## config.mk

```make
export PLATFORM = sky130hd
export DESIGN_NAME = dcb_codec
export DESIGN_NICKNAME = d
export VERILOG_FILES = /design/src/rtl/dcb_pkg.sv /design/src/rtl/dcb_disparity.sv /design/src/rtl/dcb_encoder.sv /design/src/rtl/dcb_decoder.sv /design/src/rtl/dcb_codec.sv
export SDC_FILE = /design/constraint.sdc
export NUM_CORES = 1
export LEC_CHECK = 0
export BUFFER_PORTS_ARGS = -buffer_cell sky130_fd_sc_hd__buf_2
export CORE_MARGIN = 2
export CORE_UTILIZATION = 56
export CTS_CLUSTER_SIZE = 8
export DETAILED_ROUTE_END_ITERATION = 10
export PLACE_DENSITY_LB_ADDON = 0.25
export SLEW_MARGIN = 0
export SYNTH_ARGS = -nofsm -noshare
export SYNTH_HDL_FRONTEND = slang
export SYNTH_SLANG_ARGS = --single-unit
```

## constraint.sdc

```tcl
create_clock -name clk -period 13.48 [get_ports clk]
set_input_delay 2.696 -clock clk [delete_from_list [all_inputs] [get_ports clk]]
set_output_delay 2.696 -clock clk [all_outputs]
set_load 0.02 [all_outputs]
```

## src/rtl/dcb_pkg.sv

```systemverilog
package dcb_pkg;

    localparam int LANE_W_DEF = 6;
    localparam int RD_W_DEF   = 4;
    localparam int RD_HI_DEF  = 7;
    localparam int RD_LO_DEF  = -6;

    typedef enum logic {
        SEND_TRUE = 1'b0,
        SEND_INV  = 1'b1
    } polarity_e;

endpackage

```

## src/rtl/dcb_disparity.sv

```systemverilog
module dcb_disparity #(
    parameter int DATA_W = 6,
    parameter int DISP_W = 5
) (
    input  logic [DATA_W-1:0]        word_i,
    output logic signed [DISP_W-1:0] disp_o
);

    logic [DISP_W-1:0] ones;

    always_comb begin
        ones = '0;
        for (int i = 0; i < DATA_W; i++) begin
            ones = ones + DISP_W'(word_i[i]);
        end
        disp_o = $signed((ones << 1) - DISP_W'(DATA_W));
    end

endmodule

```

## src/rtl/dcb_encoder.sv

```systemverilog
module dcb_encoder
    import dcb_pkg::*;
#(
    parameter int DATA_W  = LANE_W_DEF,
    parameter int RD_W    = RD_W_DEF,
    parameter int RD_HI   = RD_HI_DEF,
    parameter int RD_LO   = RD_LO_DEF,
    parameter int INIT_RD = 0
) (
    input  logic              clk,
    input  logic              rst,
    input  logic              en,
    input  logic              in_valid,
    input  logic [DATA_W-1:0] in_data,
    output logic              out_valid,
    output logic [DATA_W:0]   out_word
);

    localparam int DISP_W = $clog2(DATA_W + 1) + 2;
    localparam int SUM_W  = DISP_W + RD_W;

    localparam logic signed [SUM_W-1:0] HI_S   = SUM_W'(RD_HI);
    localparam logic signed [SUM_W-1:0] LO_S   = SUM_W'(RD_LO);
    localparam logic signed [SUM_W-1:0] ONE_S  = SUM_W'(1);
    localparam logic signed [RD_W-1:0]  INIT_S = RD_W'(INIT_RD);

    logic signed [RD_W-1:0]   rd_q, rd_d;
    logic signed [DISP_W-1:0] disp;
    logic signed [SUM_W-1:0]  disp_x, rd_x, delta, sum;
    polarity_e                pol;
    logic [DATA_W-1:0]        tx_data;

    dcb_disparity #(
        .DATA_W (DATA_W),
        .DISP_W (DISP_W)
    ) disp_i (
        .word_i (in_data),
        .disp_o (disp)
    );

    // Polarity decision from the signs of the running and word disparity
    always_comb begin
        disp_x = SUM_W'(disp);
        rd_x   = SUM_W'(rd_q);
        if (rd_q == '0) begin
            pol = SEND_INV;
        end else if (rd_q > 0) begin
            pol = (disp > 0) ? SEND_INV : SEND_TRUE;
        end else begin
            pol = (disp > 0) ? SEND_TRUE : SEND_INV;
        end
    end

    // Running disparity update, flag bit included, with clamping
    always_comb begin
        if (pol == SEND_INV) begin
            delta = ONE_S - disp_x;
        end else begin
            delta = disp_x - ONE_S;
        end
        sum = rd_x + delta;
        if (sum > HI_S) begin
            rd_d = RD_W'(HI_S);
        end else if (sum < LO_S) begin
            rd_d = RD_W'(LO_S);
        end else begin
            rd_d = RD_W'(sum);
        end
        tx_data = (pol == SEND_INV) ? ~in_data : in_data;
    end

    always_ff @(posedge clk) begin
        if (rst) begin
            rd_q      <= INIT_S;
            out_valid <= 1'b0;
            out_word  <= '0;
        end else begin
            out_valid <= in_valid;
            if (in_valid) begin
                if (en) begin
                    out_word <= {pol == SEND_INV, tx_data};
                    rd_q     <= rd_d;
                end else begin
                    out_word <= {1'b0, in_data};
                end
            end
        end
    end

    p_rd_range_r7: assert property (@(posedge clk) disable iff (rst)
        (SUM_W'(rd_q) <= HI_S) && (SUM_W'(rd_q) >= LO_S));

    p_idle_hold_r8: assert property (@(posedge clk) disable iff (rst)
        !in_valid |=> $stable(rd_q) && $stable(out_word) && !out_valid);

    p_bypass_r9: assert property (@(posedge clk) disable iff (rst)
        in_valid && !en |=> (out_word == {1'b0, $past(in_data)}) && $stable(rd_q));

    p_zero_inv_r5: assert property (@(posedge clk) disable iff (rst)
        in_valid && en && (rd_q == '0) |=> out_word[DATA_W] && (out_word[DATA_W-1:0] == ~$past(in_data)));

    p_valid_lat_r10: assert property (@(posedge clk) disable iff (rst)
        in_valid |=> out_valid);

endmodule

```

## src/rtl/dcb_decoder.sv

```systemverilog
module dcb_decoder #(
    parameter int DATA_W = 6
) (
    input  logic              clk,
    input  logic              rst,
    input  logic              en,
    input  logic              in_valid,
    input  logic [DATA_W:0]   in_word,
    output logic              out_valid,
    output logic [DATA_W-1:0] out_data
);

    logic              flip;
    logic [DATA_W-1:0] restored;

    always_comb begin
        flip     = en && in_word[DATA_W];
        restored = flip ? ~in_word[DATA_W-1:0] : in_word[DATA_W-1:0];
    end

    always_ff @(posedge clk) begin
        if (rst) begin
            out_valid <= 1'b0;
            out_data  <= '0;
        end else begin
            out_valid <= in_valid;
            if (in_valid) begin
                out_data <= restored;
            end
        end
    end

    p_restore_r11: assert property (@(posedge clk) disable iff (rst)
        in_valid && en && in_word[DATA_W] |=> out_valid && (out_data == ~$past(in_word[DATA_W-1:0])));

    p_flag_ignored_r11: assert property (@(posedge clk) disable iff (rst)
        in_valid && !en |=> out_data == $past(in_word[DATA_W-1:0]));

endmodule

```

## src/rtl/dcb_codec.sv

```systemverilog
module dcb_codec
    import dcb_pkg::*;
#(
    parameter int DATA_W  = LANE_W_DEF,
    parameter int RD_W    = RD_W_DEF,
    parameter int RD_HI   = RD_HI_DEF,
    parameter int RD_LO   = RD_LO_DEF,
    parameter int INIT_RD = 0
) (
    input  logic              clk,
    input  logic              rst,
    input  logic              bal_en,
    input  logic              enc_valid_i,
    input  logic [DATA_W-1:0] enc_data_i,
    output logic              enc_valid_o,
    output logic [DATA_W:0]   enc_word_o,
    input  logic              dec_valid_i,
    input  logic [DATA_W:0]   dec_word_i,
    output logic              dec_valid_o,
    output logic [DATA_W-1:0] dec_data_o
);

    dcb_encoder #(
        .DATA_W  (DATA_W),
        .RD_W    (RD_W),
        .RD_HI   (RD_HI),
        .RD_LO   (RD_LO),
        .INIT_RD (INIT_RD)
    ) enc_i (
        .clk       (clk),
        .rst       (rst),
        .en        (bal_en),
        .in_valid  (enc_valid_i),
        .in_data   (enc_data_i),
        .out_valid (enc_valid_o),
        .out_word  (enc_word_o)
    );

    dcb_decoder #(
        .DATA_W (DATA_W)
    ) dec_i (
        .clk       (clk),
        .rst       (rst),
        .en        (bal_en),
        .in_valid  (dec_valid_i),
        .in_word   (dec_word_i),
        .out_valid (dec_valid_o),
        .out_data  (dec_data_o)
    );

    p_reset_r1: assert property (@(posedge clk)
        rst |=> !enc_valid_o && !dec_valid_o && (enc_word_o == '0) && (dec_data_o == '0));

endmodule

```

==> results_dict.tcl <==
set metrics [dict create \
    hpwl_mm 1.95 \
    crit_fanout 3 \
    fin_crit_sh_pct 54.8 \
    r2r-end "enc_i.rd_q[0]" \
    core_area_um2 2190 \
    insertion_delay_ns 0.31 \
    endpoint "enc_i.rd_q[0]" \
    areaGrowthSynthToFinish_pct 12.1 \
    p_per_area_nw_per_um2 141 \
    fmax_mhz 135 \
    post_drt_wl_per_cell_um 12.7 \
    synth_top_area_share_pct 29.5 \
    cts_buffers 3 \
    numPortBuffers 32 \
    ys_ff_latch 19 \
    layout_common_cells "buf_2, dfxtp_1, nor2_1" \
    hold_viol 0 \
    reg2reg_from "enc_i.rd_q[3]" \
    synthDistinctLibCells 36 \
    layout.nets 196 \
    die_x_um 52.0 \
    initial_utilization_pct 58.9 \
    fin_skew_ns 0.00850 \
    power.total_w 0.000204 \
    layout-drive-gt1-share_pct 24.8 \
    grt_setup_unrepaired "no" \
    drt_iter0_drc 13 \
    syn_avg_cell_area_um2 9.42 \
    first_global_vias 898 \
    ctsHoldBuffers 0 \
    rows 17 \
    grtUsageTotal_pct 20.4 \
    final_common_cell "buf_2" \
    cap_violations 0 \
    critPathArrivalTime_ns 7.64 \
    hold_class "flip-flop to flip-flop" \
    outcome "finished clean" \
    yosys.area.top_type "dfxtp_1" \
    crit_required_ns 13.73 \
    slew_viol_final 0 \
    drt_pass1_iterations 4 \
    peakVddDrop_mv 0.113 \
    postCtsSetupBuffers 0 \
    startpoint_type "primary input" \
    numClockSinks 19 \
    cp-end-kind "flip-flop" \
    fp.dieArea_um2 2700 \
    ys_top_cells_by_area "dfxtp_1, fa_1, xor2_1" \
    syn_nets 167 \
    clock_path_buffers 2 \
    grt_pass1_wl_mm 4.06 \
    drc_errors 0 \
    viasPerCell 5.28 \
    whs_ns 0.490 \
    finalSetupTns_ns 0 \
    yosys_warnings 0 \
    grt.overflow.total 0 \
    tightest_slew_ns 0.538 \
    insertedDiodeCount 0 \
    r2r_cells 12 \
    fin_cells 193 \
    setup_viol 0 \
    yosysSeqAreaShare_pct 29.5 \
    syn_area_um2 1290 \
    syn_inst 137 \
    die_y_um 52.0 \
    relSlewSlack_pct 64.2 \
    antenna_found_initial 0 \
    wl_mm 2.45 \
    vias 1019 \
    cts_root_buffer "clkbuf_4" \
    ant_nets 0 \
    p_leak_nw 0.668 \
    cts_tree "built" \
    final_period_minus_worst_setup_slack_ns 7.39 \
    ctsResizeCount 0 \
    place_inst 189 \
    io_pins 33 \
    crit_start "enc_data_i[0]" \
    htreeDepth 1 \
    crit_type "primary input to flip-flop" \
    r2r_slack_ns 9.54 \
    place_congestion 0.801 \
    grt_max_degree 21 \
    clk_pin_slew_ns 0.12 \
]
## layout make-up
| type | instances | area, um^2 |
|---|---|---|
| multi-input cells | 100 | 806 |
| fillers | 192 | 744 |
| flip-flops and latches | 19 | 380 |
| repair buffers | 32 | 160 |
| inverters | 10 | 37.5 |
| well taps | 28 | 35.0 |
| clock buffers | 3 | 22.5 |
| clock inverters | 1 | 5.00 |
## worst max-delay path: stages
cell	delay, ns
buf_2	0.12
fa_1	0.53
inv_1	0.05
fa_1	0.42
inv_1	0.07
ha_1	0.14
inv_1	0.05
fa_1	0.40
o31ai_1	0.09
mux2i_1	0.17
xnor2_1	0.26
ha_1	0.27
a21o_1	0.21
a21oi_1	0.25
fa_1	0.49
or4b_1	0.55
a21oi_1	0.15
mux2i_1	0.12
or4_1	0.49
a31oi_1	0.13
## state kept, by name (all words and copies together) (netlist names)
name	flops
dec_i.out_data	6
dec_i.out_valid	1
enc_i.out_valid	1
enc_i.out_word	7
enc_i.rd_q	4
## logic make-up (layout without fill, tap and decap cells)
| kind of cell | Yosys count | after routing | synth area share (%) |
|---|---|---|---|
| AO/OA/AOI/OAI | 31 | 31 | 17.7 |
| buffers and inverters | 18 | 46 | 8.05 |
| multiplexers | 4 | 4 | 3.20 |
| adder cells (fa/ha/maj) | 12 | 12 | 15.7 |
| AND/OR/NAND/NOR | 37 | 37 | 14.9 |
| XOR/XNOR | 16 | 16 | 10.9 |
| flip-flops | 19 | 19 | 29.5 |
## layer usage
metal,global-route usage [%],vias to the layer above,wire length (um)
met4,10.5,0,50
met5,0,-,0
met2,34.8,23,1200
met1,23.9,460,1080
li1,-,531,-
met3,4.31,5,116
## per-stage QoR
| step | utilization, % | instance area [um^2] | worst slack, ns |
|---|---|---|---|
| final | 66.0 | 1450 | 6.09 |
| after global routing | 66.0 | 1450 | 5.80 |
| after CTS | 66.0 | 1450 | 6.07 |
| after detailed placement | 64.8 | 1420 | 5.73 |
| after global placement | 64.8 | 1420 | 5.89 |
| after floorplan | - | 1290 | 6.20 |
## worst min-delay path by stage
stage,from,endpoint,cells past startpoint
6_report,dec_i.out_data[2],dec_i.out_data[2],2
5_1_grt,enc_i.out_word[1],enc_i.out_word[1],2
3_3_place_gp,enc_i.out_word[0],enc_i.out_word[0],2
4_1_cts,dec_i.out_data[2],dec_i.out_data[2],2
3_5_place_dp,dec_i.out_data[1],dec_i.out_data[1],2
2_1_floorplan,enc_i.rd_q[2],enc_i.rd_q[2],2
## power breakdown
part / switching, W / leakage [nW] / internal [W]
sequential: 0.00000497 / 0.158 / 0.0000618
combinational: 0.0000610 / 0.493 / 0.0000464
clock: 0.0000190 / 0.0177 / 0.0000111
## cells in the mapped netlist (all sizes together)
cell,n
dfxtp,19
nor2,17
a211oi,13
xor2,12
inv,10
a21oi,8
fa,7
clkbuf,5
ha,5
nand3,4
xnor2,4
a21o,3
mux2i,3
nand2,3
nand3b,3
a31oi,2
buf,2
nor2b,2
o31ai,2
a2111oi,1
and3,1
and4bb,1
clkdlybuf4s15,1
mux2,1
nor3,1
nor3b,1
o21a,1
o41ai,1
or2,1
or3,1
or4,1
or4b,1
Note: power is estimated with default switching activity, not from simulation.
